File: config.mk
export PLATFORM = sky130hd
export DESIGN_NAME = eprom_rd_ctrl
export DESIGN_NICKNAME = d
export VERILOG_FILES = /design/src/rtl/eprom_rd_pkg.sv /design/src/rtl/eprom_rd_seq.sv /design/src/rtl/eprom_rd_addr.sv /design/src/rtl/eprom_rd_capture.sv /design/src/rtl/eprom_rd_ctrl.sv
export SDC_FILE = /design/constraint.sdc
export NUM_CORES = 1
export LEC_CHECK = 0
export CAP_MARGIN = 10
export CORE_ASPECT_RATIO = 0.6
export CORE_MARGIN = 5
export CORE_UTILIZATION = 48
export CTS_BUF_LIST = sky130_fd_sc_hd__clkbuf_2
export DETAILED_ROUTE_END_ITERATION = 16
export PLACE_DENSITY = 0.95
export SYNTH_ARGS = -nofsm -noshare
export SYNTH_HDL_FRONTEND = slang
export SYNTH_HIERARCHICAL = 1
export SYNTH_SLANG_ARGS = --single-unit
export TNS_END_PERCENT = 20
File: constraint.sdc
create_clock -name clk -period 3.7 [get_ports clk]
set_clock_uncertainty 0.2 [all_clocks]
set_input_delay 0.555 -clock clk [delete_from_list [all_inputs] [get_ports clk]]
set_output_delay 0.555 -clock clk [all_outputs]
set_load 0.01 [all_outputs]
File: src/rtl/eprom_rd_pkg.sv
package eprom_rd_pkg;

  typedef enum logic [1:0] {
    ST_IDLE   = 2'd0,
    ST_ACCESS = 2'd1,
    ST_FLOAT  = 2'd2
  } rd_state_e;

  // whole clock cycles covering a nanosecond delay, rounded up
  function automatic int ns_to_cyc(input int t_ns, input int clk_ps);
    return (t_ns * 1000 + clk_ps - 1) / clk_ps;
  endfunction

  function automatic int max2(input int a, input int b);
    return (a > b) ? a : b;
  endfunction

  function automatic int min2(input int a, input int b);
    return (a < b) ? a : b;
  endfunction

  // count value (cycles of chip enable low) at which output enable starts
  function automatic int oe_lead(input int acc, input int oe);
    return acc - oe + 1;
  endfunction

endpackage

File: src/rtl/eprom_rd_seq.sv
module eprom_rd_seq
  import eprom_rd_pkg::*;
#(
  parameter int ACC_CYC = 12,
  parameter int OE_CYC  = 6,
  parameter int FLT_CYC = 5
) (
  input  logic clk,
  input  logic rst_n,
  input  logic req_valid,
  input  logic req_id,
  output logic req_ready,
  output logic accept,
  output logic sample_evt,
  output logic ce_n,
  output logic oe_n,
  output logic hv_en
);

  localparam int CNT_W    = $clog2(max2(ACC_CYC, FLT_CYC) + 1);
  localparam int OE_FIRST = oe_lead(ACC_CYC, OE_CYC);
  localparam logic [CNT_W-1:0] ACC_LIM = CNT_W'(ACC_CYC);
  localparam logic [CNT_W-1:0] OE_LIM  = CNT_W'(OE_FIRST);
  localparam logic [CNT_W-1:0] FLT_LIM = CNT_W'(FLT_CYC);
  localparam rd_state_e AFTER_CAP = (FLT_CYC == 0) ? ST_IDLE : ST_FLOAT;

  rd_state_e st_q, st_d;
  logic [CNT_W-1:0] cnt_q, cnt_d;
  logic float_done;
  logic ce_d, oe_d, hv_d;

  assign req_ready  = (st_q == ST_IDLE);
  assign accept     = req_ready && req_valid;
  assign sample_evt = (st_q == ST_ACCESS) && (cnt_q == ACC_LIM);

  generate
    if (FLT_CYC == 0) begin : g_nofloat
      assign float_done = 1'b1;
    end else begin : g_float
      assign float_done = (st_q == ST_FLOAT) && (cnt_q == FLT_LIM);
      AST_FLOAT_NOT_READY: assert property (@(posedge clk) disable iff (!rst_n)
        $rose(ce_n) |-> !req_ready);
    end
  endgenerate

  always_comb begin
    st_d  = st_q;
    cnt_d = cnt_q;
    unique case (st_q)
      ST_IDLE: begin
        if (accept) begin
          st_d  = ST_ACCESS;
          cnt_d = CNT_W'(1);
        end else begin
          cnt_d = '0;
        end
      end
      ST_ACCESS: begin
        if (sample_evt) begin
          st_d  = AFTER_CAP;
          cnt_d = (AFTER_CAP == ST_FLOAT) ? CNT_W'(1) : '0;
        end else begin
          cnt_d = cnt_q + CNT_W'(1);
        end
      end
      ST_FLOAT: begin
        if (float_done) begin
          st_d  = ST_IDLE;
          cnt_d = '0;
        end else begin
          cnt_d = cnt_q + CNT_W'(1);
        end
      end
      default: begin
        st_d  = ST_IDLE;
        cnt_d = '0;
      end
    endcase
  end

  assign ce_d = (st_d != ST_ACCESS);
  assign oe_d = !((st_d == ST_ACCESS) && (cnt_d >= OE_LIM));
  assign hv_d = accept ? req_id : ((st_d == ST_ACCESS) && hv_en);

  always_ff @(posedge clk or negedge rst_n) begin
    if (!rst_n) begin
      st_q  <= ST_IDLE;
      cnt_q <= '0;
      ce_n  <= 1'b1;
      oe_n  <= 1'b1;
      hv_en <= 1'b0;
    end else begin
      st_q  <= st_d;
      cnt_q <= cnt_d;
      ce_n  <= ce_d;
      oe_n  <= oe_d;
      hv_en <= hv_d;
    end
  end

  AST_OE_NEEDS_CE: assert property (@(posedge clk) disable iff (!rst_n)
    !oe_n |-> !ce_n);
  AST_SAMPLE_UNDER_OE: assert property (@(posedge clk) disable iff (!rst_n)
    sample_evt |-> (!oe_n && !ce_n));
  AST_IDLE_STANDBY: assert property (@(posedge clk) disable iff (!rst_n)
    req_ready |-> (ce_n && oe_n));
  AST_CE_AFTER_ACCEPT: assert property (@(posedge clk) disable iff (!rst_n)
    accept |=> !ce_n);
  AST_HV_WITH_CE: assert property (@(posedge clk) disable iff (!rst_n)
    hv_en |-> !ce_n);
  AST_RELEASE_AT_CAPTURE: assert property (@(posedge clk) disable iff (!rst_n)
    sample_evt |=> (ce_n && oe_n));

endmodule

File: src/rtl/eprom_rd_addr.sv
module eprom_rd_addr #(
  parameter int ADDR_W = 20
) (
  input  logic              clk,
  input  logic              rst_n,
  input  logic              accept,
  input  logic              req_id,
  input  logic [ADDR_W-1:0] req_addr,
  input  logic              ce_n,
  input  logic              hv_en,
  output logic [ADDR_W-1:0] mem_addr
);

  // identification reads keep only the byte-select bit
  function automatic logic [ADDR_W-1:0] id_form(input logic [ADDR_W-1:0] a);
    logic [ADDR_W-1:0] r;
    r    = '0;
    r[0] = a[0];
    return r;
  endfunction

  logic [ADDR_W-1:0] addr_d;
  assign addr_d = req_id ? id_form(req_addr) : req_addr;

  always_ff @(posedge clk or negedge rst_n) begin
    if (!rst_n) mem_addr <= '0;
    else if (accept) mem_addr <= addr_d;
  end

  AST_ADDR_HELD: assert property (@(posedge clk) disable iff (!rst_n)
    (!ce_n && $past(!ce_n)) |-> $stable(mem_addr));
  AST_ID_UPPER_ZERO: assert property (@(posedge clk) disable iff (!rst_n)
    hv_en |-> ((mem_addr >> 1) == '0));

endmodule

File: src/rtl/eprom_rd_capture.sv
module eprom_rd_capture #(
  parameter int DATA_W = 8
) (
  input  logic              clk,
  input  logic              rst_n,
  input  logic              sample_evt,
  input  logic [DATA_W-1:0] mem_q,
  output logic [DATA_W-1:0] rsp_data,
  output logic              rsp_valid
);

  always_ff @(posedge clk or negedge rst_n) begin
    if (!rst_n) begin
      rsp_data  <= '0;
      rsp_valid <= 1'b0;
    end else begin
      rsp_valid <= sample_evt;
      if (sample_evt) rsp_data <= mem_q;
    end
  end

  AST_RVALID_PULSE: assert property (@(posedge clk) disable iff (!rst_n)
    rsp_valid |=> !rsp_valid);
  AST_DATA_ONLY_ON_VALID: assert property (@(posedge clk) disable iff (!rst_n)
    !$stable(rsp_data) |-> rsp_valid);

endmodule

File: src/rtl/eprom_rd_ctrl.sv
module eprom_rd_ctrl
  import eprom_rd_pkg::*;
#(
  parameter int ADDR_W     = 20,
  parameter int DATA_W     = 8,
  parameter int CLK_PS     = 10000,
  parameter int T_ACC_NS   = 120,
  parameter int T_OE_NS    = 60,
  parameter int T_FLOAT_NS = 50
) (
  input  logic              clk,
  input  logic              rst_n,
  input  logic              req_valid,
  output logic              req_ready,
  input  logic [ADDR_W-1:0] req_addr,
  input  logic              req_id,
  output logic [DATA_W-1:0] rsp_data,
  output logic              rsp_valid,
  output logic [ADDR_W-1:0] mem_addr,
  output logic              mem_ce_n,
  output logic              mem_oe_n,
  input  logic [DATA_W-1:0] mem_q,
  output logic              sig_hv_en
);

  // delay counts in whole clock cycles
  localparam int ACC_CYC = max2(1, ns_to_cyc(T_ACC_NS, CLK_PS));
  localparam int OE_CYC  = min2(ACC_CYC, max2(1, ns_to_cyc(T_OE_NS, CLK_PS)));
  localparam int FLT_CYC = ns_to_cyc(T_FLOAT_NS, CLK_PS);

  logic accept;
  logic sample_evt;

  eprom_rd_seq #(
    .ACC_CYC (ACC_CYC),
    .OE_CYC  (OE_CYC),
    .FLT_CYC (FLT_CYC)
  ) u_seq (
    .clk        (clk),
    .rst_n      (rst_n),
    .req_valid  (req_valid),
    .req_id     (req_id),
    .req_ready  (req_ready),
    .accept     (accept),
    .sample_evt (sample_evt),
    .ce_n       (mem_ce_n),
    .oe_n       (mem_oe_n),
    .hv_en      (sig_hv_en)
  );

  eprom_rd_addr #(
    .ADDR_W (ADDR_W)
  ) u_addr (
    .clk      (clk),
    .rst_n    (rst_n),
    .accept   (accept),
    .req_id   (req_id),
    .req_addr (req_addr),
    .ce_n     (mem_ce_n),
    .hv_en    (sig_hv_en),
    .mem_addr (mem_addr)
  );

  eprom_rd_capture #(
    .DATA_W (DATA_W)
  ) u_cap (
    .clk        (clk),
    .rst_n      (rst_n),
    .sample_evt (sample_evt),
    .mem_q      (mem_q),
    .rsp_data   (rsp_data),
    .rsp_valid  (rsp_valid)
  );

  AST_ACCEPT_ONLY_IDLE: assert property (@(posedge clk) disable iff (!rst_n)
    (req_valid && !req_ready) |=> $stable(mem_addr));

endmodule

==> out/results.ini, run 1 <==
[clock_tree]
cts_tree = yes
cts-resized-gates = 0
cts_hold_buf = 0
htree_levels = 2
clk_pin_slew_ns = 0.18
cts_num_sinks = 38
root_buffer = clkbuf_2
insertion_delay_ns = 0.38
cts_setup_buffers = 0
cts_buffers = 5
clock_path_buffers = 2

[global_routing]
grt_pass1_vias = 1252
antenna_found_initial = 0
use_met2_pct = 22.8
grt-ovfl-total = 0
grt_max_degree = 39
grt_usage_pct = 16.3
use_met1_pct = 23.1
gr-usage-met3_pct = 6.80
grt_pass1_wl_um = 6170
busiest_layer = met1

[synth]
synth_area_per_cell_um2 = 11.7
syn_area_mm2 = 0.00168
synth.top_cell.area_share_pct = 53.7
synth.yosys.seq_area_share_pct = 56.8
yosysTopAreaCell = dfrtp_1
synth.distinct_cells = 29
syn_nets = 178
syn_inst = 143
yosys_warnings = 6
synth-seq-cells = 38
synth.top_cells.by_area = dfrtp_1 (54%), nand3b_1 (8.9%), mux2_4 (8.1%), o21ai_1 (5.4%), inv_1 (5.4%)

[timing]
final.setup.tns_ns = 0
max_slew_margin_pct = 34.8
slew_viol_final = 0
setup_ws_ns = 1.41
timing.fmax_mhz = 436
setup_violations = 0
hold_slack_ns = 0.0233
min_period_ns = 2.29
tightestPinTransition_ns = 0.972
rsz0062_at_grt = no
hold_viol = 0
period_share_pct = 62.0

[detailed_routing]
routed_wl_um = 3740
vias = 1277
drc_errors = 0
drt_first_pass_iters = 4
drtIter0Drc = 57
ant_nets = 0
wl_per_cell_um = 14.7
routed_via_density = 5.03

[run]
max_cap_violations = 0

[floorplan]
num_rows = 16
coreArea_mm2 = 0.00330
io_pins = 65
die_area_mm2 = 0.00482
start_util_pct = 50.8
die_w_um = 86.3
die_h_um = 55.8

[placement]
place_hpwl_um = 2800
portBuffers = 64
dp_cells = 247
pre_cts_ws_ns = 1.37
gp_congestion = 0.893
dpl_cell_area_mm2 = 0.00233

[final_layout]
syn_to_final_growth_pct = 42.4
layout_commonest_cell = clkdlybuf4s50_1
layout-drive-gt1-share_pct = 11.5
diodes = 0
final_cell_mix = clkdlybuf4s50_1 (63), dfrtp_1 (36), inv_1 (24)
instances_no_fill = 254
layout.nets = 244
stdcell_area_mm2 = 0.00239

[hold_path]
min_path_type = input pin to asynchronous set/reset pin

[critical_path]
criticalPathCategory = register to output pin
r2r_end = u_cap/rsp_data[6]
worstPathRequired_ns = 2.94
r2r_slack_ns = 1.44
start_kind = register
cp.arrival_ns = 1.54
r2r-start = u_seq/cnt_q[0]
crit_fanout = 6
end_kind = output pin
worstRegToRegCells = 5

[outcome]
status = finished clean

[power_and_ir_drop]
powerDensity_mw_per_mm2 = 750
peakVddDrop_mv = 0.513
p_leak_nw = 1.06

critical path: stages (launching register included):
cell and delay (ns):
dfrtp_1 0.48, nor2_1 0.15, clkdlybuf4s50_1 0.55
how the worst max path moves through the flow:
stage / startpoint / endpoint / slack [ns] / cells past startpoint
after CTS: u_seq/st_q[1] / req_ready / 1.38 / 2
after floorplan: u_seq/cnt_q[0] / u_cap/rsp_data[0] / 1.90 / 6
after global routing: u_seq/cnt_q[1] / u_cap/rsp_data[6] / 1.30 / 5
after global placement: req_valid / u_addr/mem_addr[15] / 1.44 / 5
after detailed placement: req_valid / u_addr/mem_addr[10] / 1.37 / 5
final: u_seq/st_q[1] / req_ready / 1.41 / 2
Yosys cell counts:
cell	number
a22oi_2	1
and2_1	1
a21oi_1	2
and2b_1	1
nor3_1	1
nand3b_1	20
a22oi_1	1
and4_4	1
ha_1	3
buf_2	2
inv_1	24
nand3_1	2
nand2b_1	1
o21ai_0	1
xnor2_1	1
or3_4	1
nor4_2	1
xor2_1	1
a21o_1	1
nor2b_1	1
o21ai_1	18
o22ai_1	1
mux2_4	9
dfstp_2	2
dfrtp_1	36
nor2_1	5
o2bb2ai_1	1
buf_4	1
buf_6	3
final cells by class:
type / instances / area, µm²
timing repair buffer: 65 / 643
fill: 236 / 913
tap: 45 / 56.3
clock inverter: 2 / 33.8
inverter: 24 / 90.1
sequential: 38 / 953
multi-input combinational: 75 / 588
clock buffer: 5 / 25.0
logic make-up (layout without fill, tap and decap cells):
logic type	count (synthesis)	in the layout	synth area share, %
DFF	38	38	56.8
AOI/OAI and AO/OA	26	26	8.80
adders and majority gates	3	3	2.24
muxes	9	9	8.05
xor gates and xnor gates	2	2	1.04
and+or+nand+nor	35	35	14.6
buffers and inverters	30	96	8.43
routing by layer:
| metal | part of all wire [%] | vias to the layer above |
|---|---|---|
| met3 | 11 | 5 |
| li1 | - | 608 |
| met4 | 1.1 | 0 |
| met5 | 0 | - |
| met1 | 47 | 601 |
| met2 | 40 | 63 |
power breakdown:
group	switching (W)	internal (W)
combinational	0.000361	0.000480
sequential	0.000114	0.000600
clock	0.000127	0.000109
registers in the layout, summed over array words and instances (netlist names):
register	cells
u_cap/rsp_valid	1
u_seq/hv_en	1
u_seq/ce_n	1
u_seq/oe_n	1
u_seq/st_q	2
u_cap/rsp_data	8
u_addr/mem_addr	20
u_seq/cnt_q	4
per-stage QoR:
step | util [%] | total power, W
after floorplan | - | 0.00114
after global placement | 70.6 | 0.00154
after detailed placement | 70.6 | 0.00157
after CTS | 72.3 | 0.00181
after global routing | 72.3 | 0.00192
final | 72.3 | 0.00179
Note: power is estimated with default switching activity, not from simulation.
==> run 2: changes to the inputs <==
Settings changed: CORE_UTILIZATION 48 to 40, PLACE_DENSITY 0.95 to 0.88.
Clock period 3.7 ns to 2.1 ns, I/O delays scaled along.
==> run 2 against run 1 <==
- design area is 5.6% higher
- global-route usage is 1.3 points lower
- die area is 17% higher
- worst hold slack better by 0.18 ns
- first-iteration DRC count is 60% lower
- largest cell class unchanged
- largest power group unchanged
==> out/results.ini, run 2 (synthesis results as in run 1) <==
[floorplan]
num_rows = 18
die_area_mm2 = 0.00563
io_pins = 65
die_w_um = 93.6
die_h_um = 60.2
start_util_pct = 41.2
coreArea_mm2 = 0.00408

[critical_path]
crit_fanout = 1
critPathBufInv = 1
crit_chain = clkdlybuf4s50_1
crit_family = flip-flops
worstPathRequired_ns = 1.58
criticalPathCategory = register to output pin
r2r_slack_ns = 0.18
end_kind = output pin
critPathMaxStageDelay_ns = 0.58
start_kind = register
cp.arrival_ns = 1.48
slowest_stage = dfstp_2

[global_routing]
grt_max_degree = 27
grt_usage_pct = 15.1
antenna_found_initial = 0
grt-ovfl-total = 0
grt_pass1_vias = 1394
grt_pass1_wl_um = 6470

[power_and_ir_drop]
p_leak_nw = 1.13
power_frac_comb_pct = 46.2
seqPwrFrac_pct = 37.4
p_sw_w = 0.00109
internal_power_w = 0.00227
peakVddDrop_mv = 0.703
swShare_pct = 32.4
powerDensity_mw_per_mm2 = 1330
clkPwrFrac_pct = 16.4

[clock_tree]
clk_pin_slew_ns = 0.20
cts_tree = yes
cts_buffers = 5
root_buffer = clkbuf_2
htree_levels = 2
clock_path_buffers = 2
cts_num_sinks = 38
insertion_delay_ns = 0.36

[detailed_routing]
vias = 1287
ant_nets = 0
drt_first_pass_iters = 4
routed_wl_um = 3890
drc_errors = 0
routed_via_density = 4.65
wl_per_cell_um = 14.0
drtIter0Drc = 23

[timing]
max_slew_margin_pct = 64.4
period_share_pct = 95.1
rsz0062_at_grt = no
timing.fmax_mhz = 501
tightestPinTransition_ns = 0.533
setup_violations = 0
hold_viol = 0
slew_viol_final = 0
min_period_ns = 2.00
final.setup.tns_ns = 0

[placement]
dp_cells = 266
portBuffers = 64
place_hpwl_um = 2990
gp_congestion = 0.880

[outcome]
status = finished clean

[final_layout]
top_regs = u_addr/mem_addr x20, u_cap/rsp_data x8, u_seq/cnt_q x4
diodes = 0
largest-register = u_addr/mem_addr
syn_to_final_growth_pct = 50.4
layout_commonest_cell = clkdlybuf4s50_1
layout-drive-gt1-share_pct = 15.2
largest_reg_flops = 20
final_cell_mix = clkdlybuf4s50_1 (62), dfrtp_1 (34), inv_1 (24)
layout.nets = 251
instances_no_fill = 277

[run]
max_cap_violations = 0

[hold_path]
min_path_type = input pin to asynchronous set/reset pin

-- run 2: changes by cell type in the layout (fill, tap and decap cells not counted) --
cell | before | now
dlygate4sd3_1 | 0 | 1
buf_4 | 1 | 5
buf_12 | 0 | 2
dfrtp_1 | 36 | 34
bufinv_16 | 1 | 2
dlymetal6s2s_1 | 0 | 1
dfrtp_2 | 0 | 2
clkdlybuf4s50_1 | 63 | 62
-- run 2: layer usage --
layer	global-route usage (%)	share of wire (%)	routed length (µm)	vias to the layer above
met5	0	0	0	-
met4	3.91	0.41	16	0
met3	6.79	10	400	2
met2	23.8	44	1700	57
met1	19.0	46	1780	608
li1	-	-	-	620
-- run 2: timing repair --
action                                  4_1_cts  5_1_grt
hold endpoints to repair                     30        0
resized for setup                             2        1
buffers inserted                              2        0
endpoints found under the setup margin        1        1
pin swaps                                     0        0
hold buffers                                  1        0
-- run 2: power groups by stage --
stage / Combinational [W] / Sequential (W) / Clock, W
3_5_place_dp: 0.00153 / 0.00128 / 0
5_1_grt: 0.00170 / 0.00131 / 0.000605
2_1_floorplan: 0.000634 / 0.00137 / 0
6_report: 0.00155 / 0.00125 / 0.000552
3_3_place_gp: 0.00149 / 0.00128 / 0
4_1_cts: 0.00157 / 0.00126 / 0.000575
-- run 2: final timing paths --
check                                    start                  end  cells past startpoint
hold / removal                           rst_n    u_cap/rsp_data[1]                      2
setup reg to reg                u_seq/cnt_q[0]           u_seq/oe_n                      6
max in group asynchronous                rst_n   u_addr/mem_addr[1]                      3
hold reg to reg            u_addr/mem_addr[12]  u_addr/mem_addr[12]                      2
setup / recovery                    u_seq/oe_n             mem_oe_n                      1
min in group clk                  req_addr[12]  u_addr/mem_addr[12]                      3
-- run 2: area by class of cell --
| cell class | instances | area [µm²] |
|---|---|---|
| Clock buffer | 5 | 25.0 |
| Clock inverter | 3 | 63.8 |
| Fill cell | 344 | 1550 |
| Inverter | 24 | 90.1 |
| Multi-Input combinational cell | 75 | 588 |
| Sequential cell | 38 | 956 |
| Tap cell | 60 | 75.1 |
| Timing Repair Buffer | 72 | 726 |
-- run 2: per-stage QoR --
stage / setup slack (ns) / cell area (µm²) / hold slack [ns] / total power, W / util (%)
final: 0.102 / 2520 / 0.204 / 0.00335 / 61.9
after global routing: 0.000626 / 2520 / 0.180 / 0.00361 / 61.9
after floorplan: 0.301 / 1680 / -0.181 / 0.00201 / -
after CTS: 0.0193 / 2520 / 0.191 / 0.00340 / 61.8
after global placement: 0.268 / 2400 / 0.0881 / 0.00276 / 59.0
after detailed placement: 0.179 / 2400 / 0.102 / 0.00281 / 59.0
-- run 2: worst register-to-register path, stage by stage, from the launching register on --
cell,delay [ns]
dfrtp_1,0.46
inv_1,0.07
ha_1,0.21
and4_4,0.19
or3_4,0.39
nor4_2,0.26
a22oi_1,0.10
==> run 3: changes to the inputs <==
Settings changed: SETUP_SLACK_MARGIN set to 0.1.
==> run 3 against run 2 <==
- global-route usage unchanged
- sequential share of layout area barely moved
- design area barely moved
- wire length is 0.77% higher
- combinational power barely moved
- sequential power barely moved
- power is essentially flat
- flip-flop and latch count did not move
- maximum frequency increased by 2.5%
- die area did not move
- clock-buffer cell count is the same
- largest cell class unchanged
==> out/results.ini, run 3 (synthesis results as in run 1) <==
[outcome]
status = finished clean

[detailed_routing]
drc_errors = 0
routed_via_density = 4.68
ant_nets = 0
drtIter0Drc = 23
vias = 1297
routed_wl_um = 3920
wl_per_cell_um = 14.2
drt_first_pass_iters = 4

[timing]
min_period_ns = 1.95
slew_viol_final = 0
setup_violations = 0
timing.fmax_mhz = 513
hold_viol = 0
tightestPinTransition_ns = 0.548
final.setup.tns_ns = 0
max_slew_margin_pct = 63.4
period_share_pct = 92.8
rsz0062_at_grt = yes

[final_layout]
layout_commonest_cell = clkdlybuf4s50_1
final_cell_mix = clkdlybuf4s50_1 (61), dfrtp_1 (34), inv_1 (24)
top_regs = u_addr/mem_addr x20, u_cap/rsp_data x8, u_seq/cnt_q x4
largest-register = u_addr/mem_addr
largest_reg_flops = 20
syn_to_final_growth_pct = 50.3
layout.nets = 251
stdcell_area_mm2 = 0.00252
layout-drive-gt1-share_pct = 15.2
diodes = 0

[critical_path]
worstPathRequired_ns = 1.58
crit_chain = clkdlybuf4s50_1
critPathMaxStageDelay_ns = 0.56
slowest_stage = dfstp_2
cp.arrival_ns = 1.43
cp-startpoint = u_seq/ce_n
r2r-start = u_seq/cnt_q[0]
start_kind = register
crit_fanout = 1
criticalPathCategory = register to output pin
critPathBufInv = 1
crit_family = flip-flops
end_kind = output pin

[placement]
portBuffers = 64
gp_congestion = 0.880
dpl_cell_area_mm2 = 0.00240
place_hpwl_um = 2990

[floorplan]
die_area_mm2 = 0.00563
coreArea_mm2 = 0.00408
die_h_um = 60.2
die_w_um = 93.6
start_util_pct = 41.2
num_rows = 18
io_pins = 65

[clock_tree]
cts_num_sinks = 38
cts_buffers = 5
cts_tree = yes
clock_path_buffers = 2
root_buffer = clkbuf_2
clk_pin_slew_ns = 0.20
htree_levels = 2
insertion_delay_ns = 0.36

[global_routing]
grt-ovfl-total = 0
antenna_found_initial = 0
grt_pass1_vias = 1394
use_met1_pct = 19.0
busiest_layer = met2
grt_max_degree = 27
grt_pass1_wl_um = 6470
gr-usage-met3_pct = 6.79
grt_usage_pct = 15.1
use_met2_pct = 23.8

[run]
max_cap_violations = 0

[power_and_ir_drop]
p_leak_nw = 1.12
powerDensity_mw_per_mm2 = 1330
peakVddDrop_mv = 0.706
power_w = 0.00335

[hold_path]
min_path_type = input pin to asynchronous set/reset pin

-- run 3: cell count changes in the layout (fill, tap and decap cells not counted), sizes merged --
cell           change
dlygate4sd2        +1
clkdlybuf4s50      -1
-- run 3: through the flow --
step	util, %	std cells	hold slack (ns)	worst slack, ns
2_1_floorplan	-	143	-0.181	0.301
3_3_place_gp	59.0	266	0.0881	0.268
3_5_place_dp	59.0	266	0.102	0.179
4_1_cts	61.8	277	0.191	0.0513
5_1_grt	61.9	277	0.180	0.0530
6_report	61.9	277	0.208	0.152
-- run 3: per-layer routing --
metal  vias to the layer above  wire length (µm)
met5                         -                 0
met4                         0                30
met3                         6               356
met2                        58              1670
met1                       612              1870
li1                        621                 -
-- run 3: area by class of cell --
class	instances	area [µm²]
Clock buffer	5	25.0
Clock inverter	3	63.8
Fill cell	345	1550
Inverter	24	90.1
Multi-Input combinational cell	75	588
Sequential cell	38	956
Tap cell	60	75.1
Timing Repair Buffer	72	724
-- run 3: path summary, 6_finish.rpt --
kind,end,slack [ns],cells after the start
setup reg to reg,u_seq/oe_n,0.17,6
hold / removal,u_cap/rsp_data[1],0.21,2
max in group asynchronous,u_addr/mem_addr[1],1.01,3
hold reg to reg,u_addr/mem_addr[12],0.32,2
min in group clk,u_addr/mem_addr[12],0.27,3
setup / recovery,mem_ce_n,0.15,1
-- run 3: timing repair --
item | in CTS | in global routing
endpoints found under the setup margin | 3 | 3
gates resized for setup | 3 | 1
hold buffers | 1 | 0
hold endpoints to repair | 30 | 0
setup buffers | 2 | 0
-- run 3: where the power goes --
part	internal (W)	switching, W
clock	0.000317	0.000234
sequential	0.00106	0.000197
combinational	0.000883	0.000662
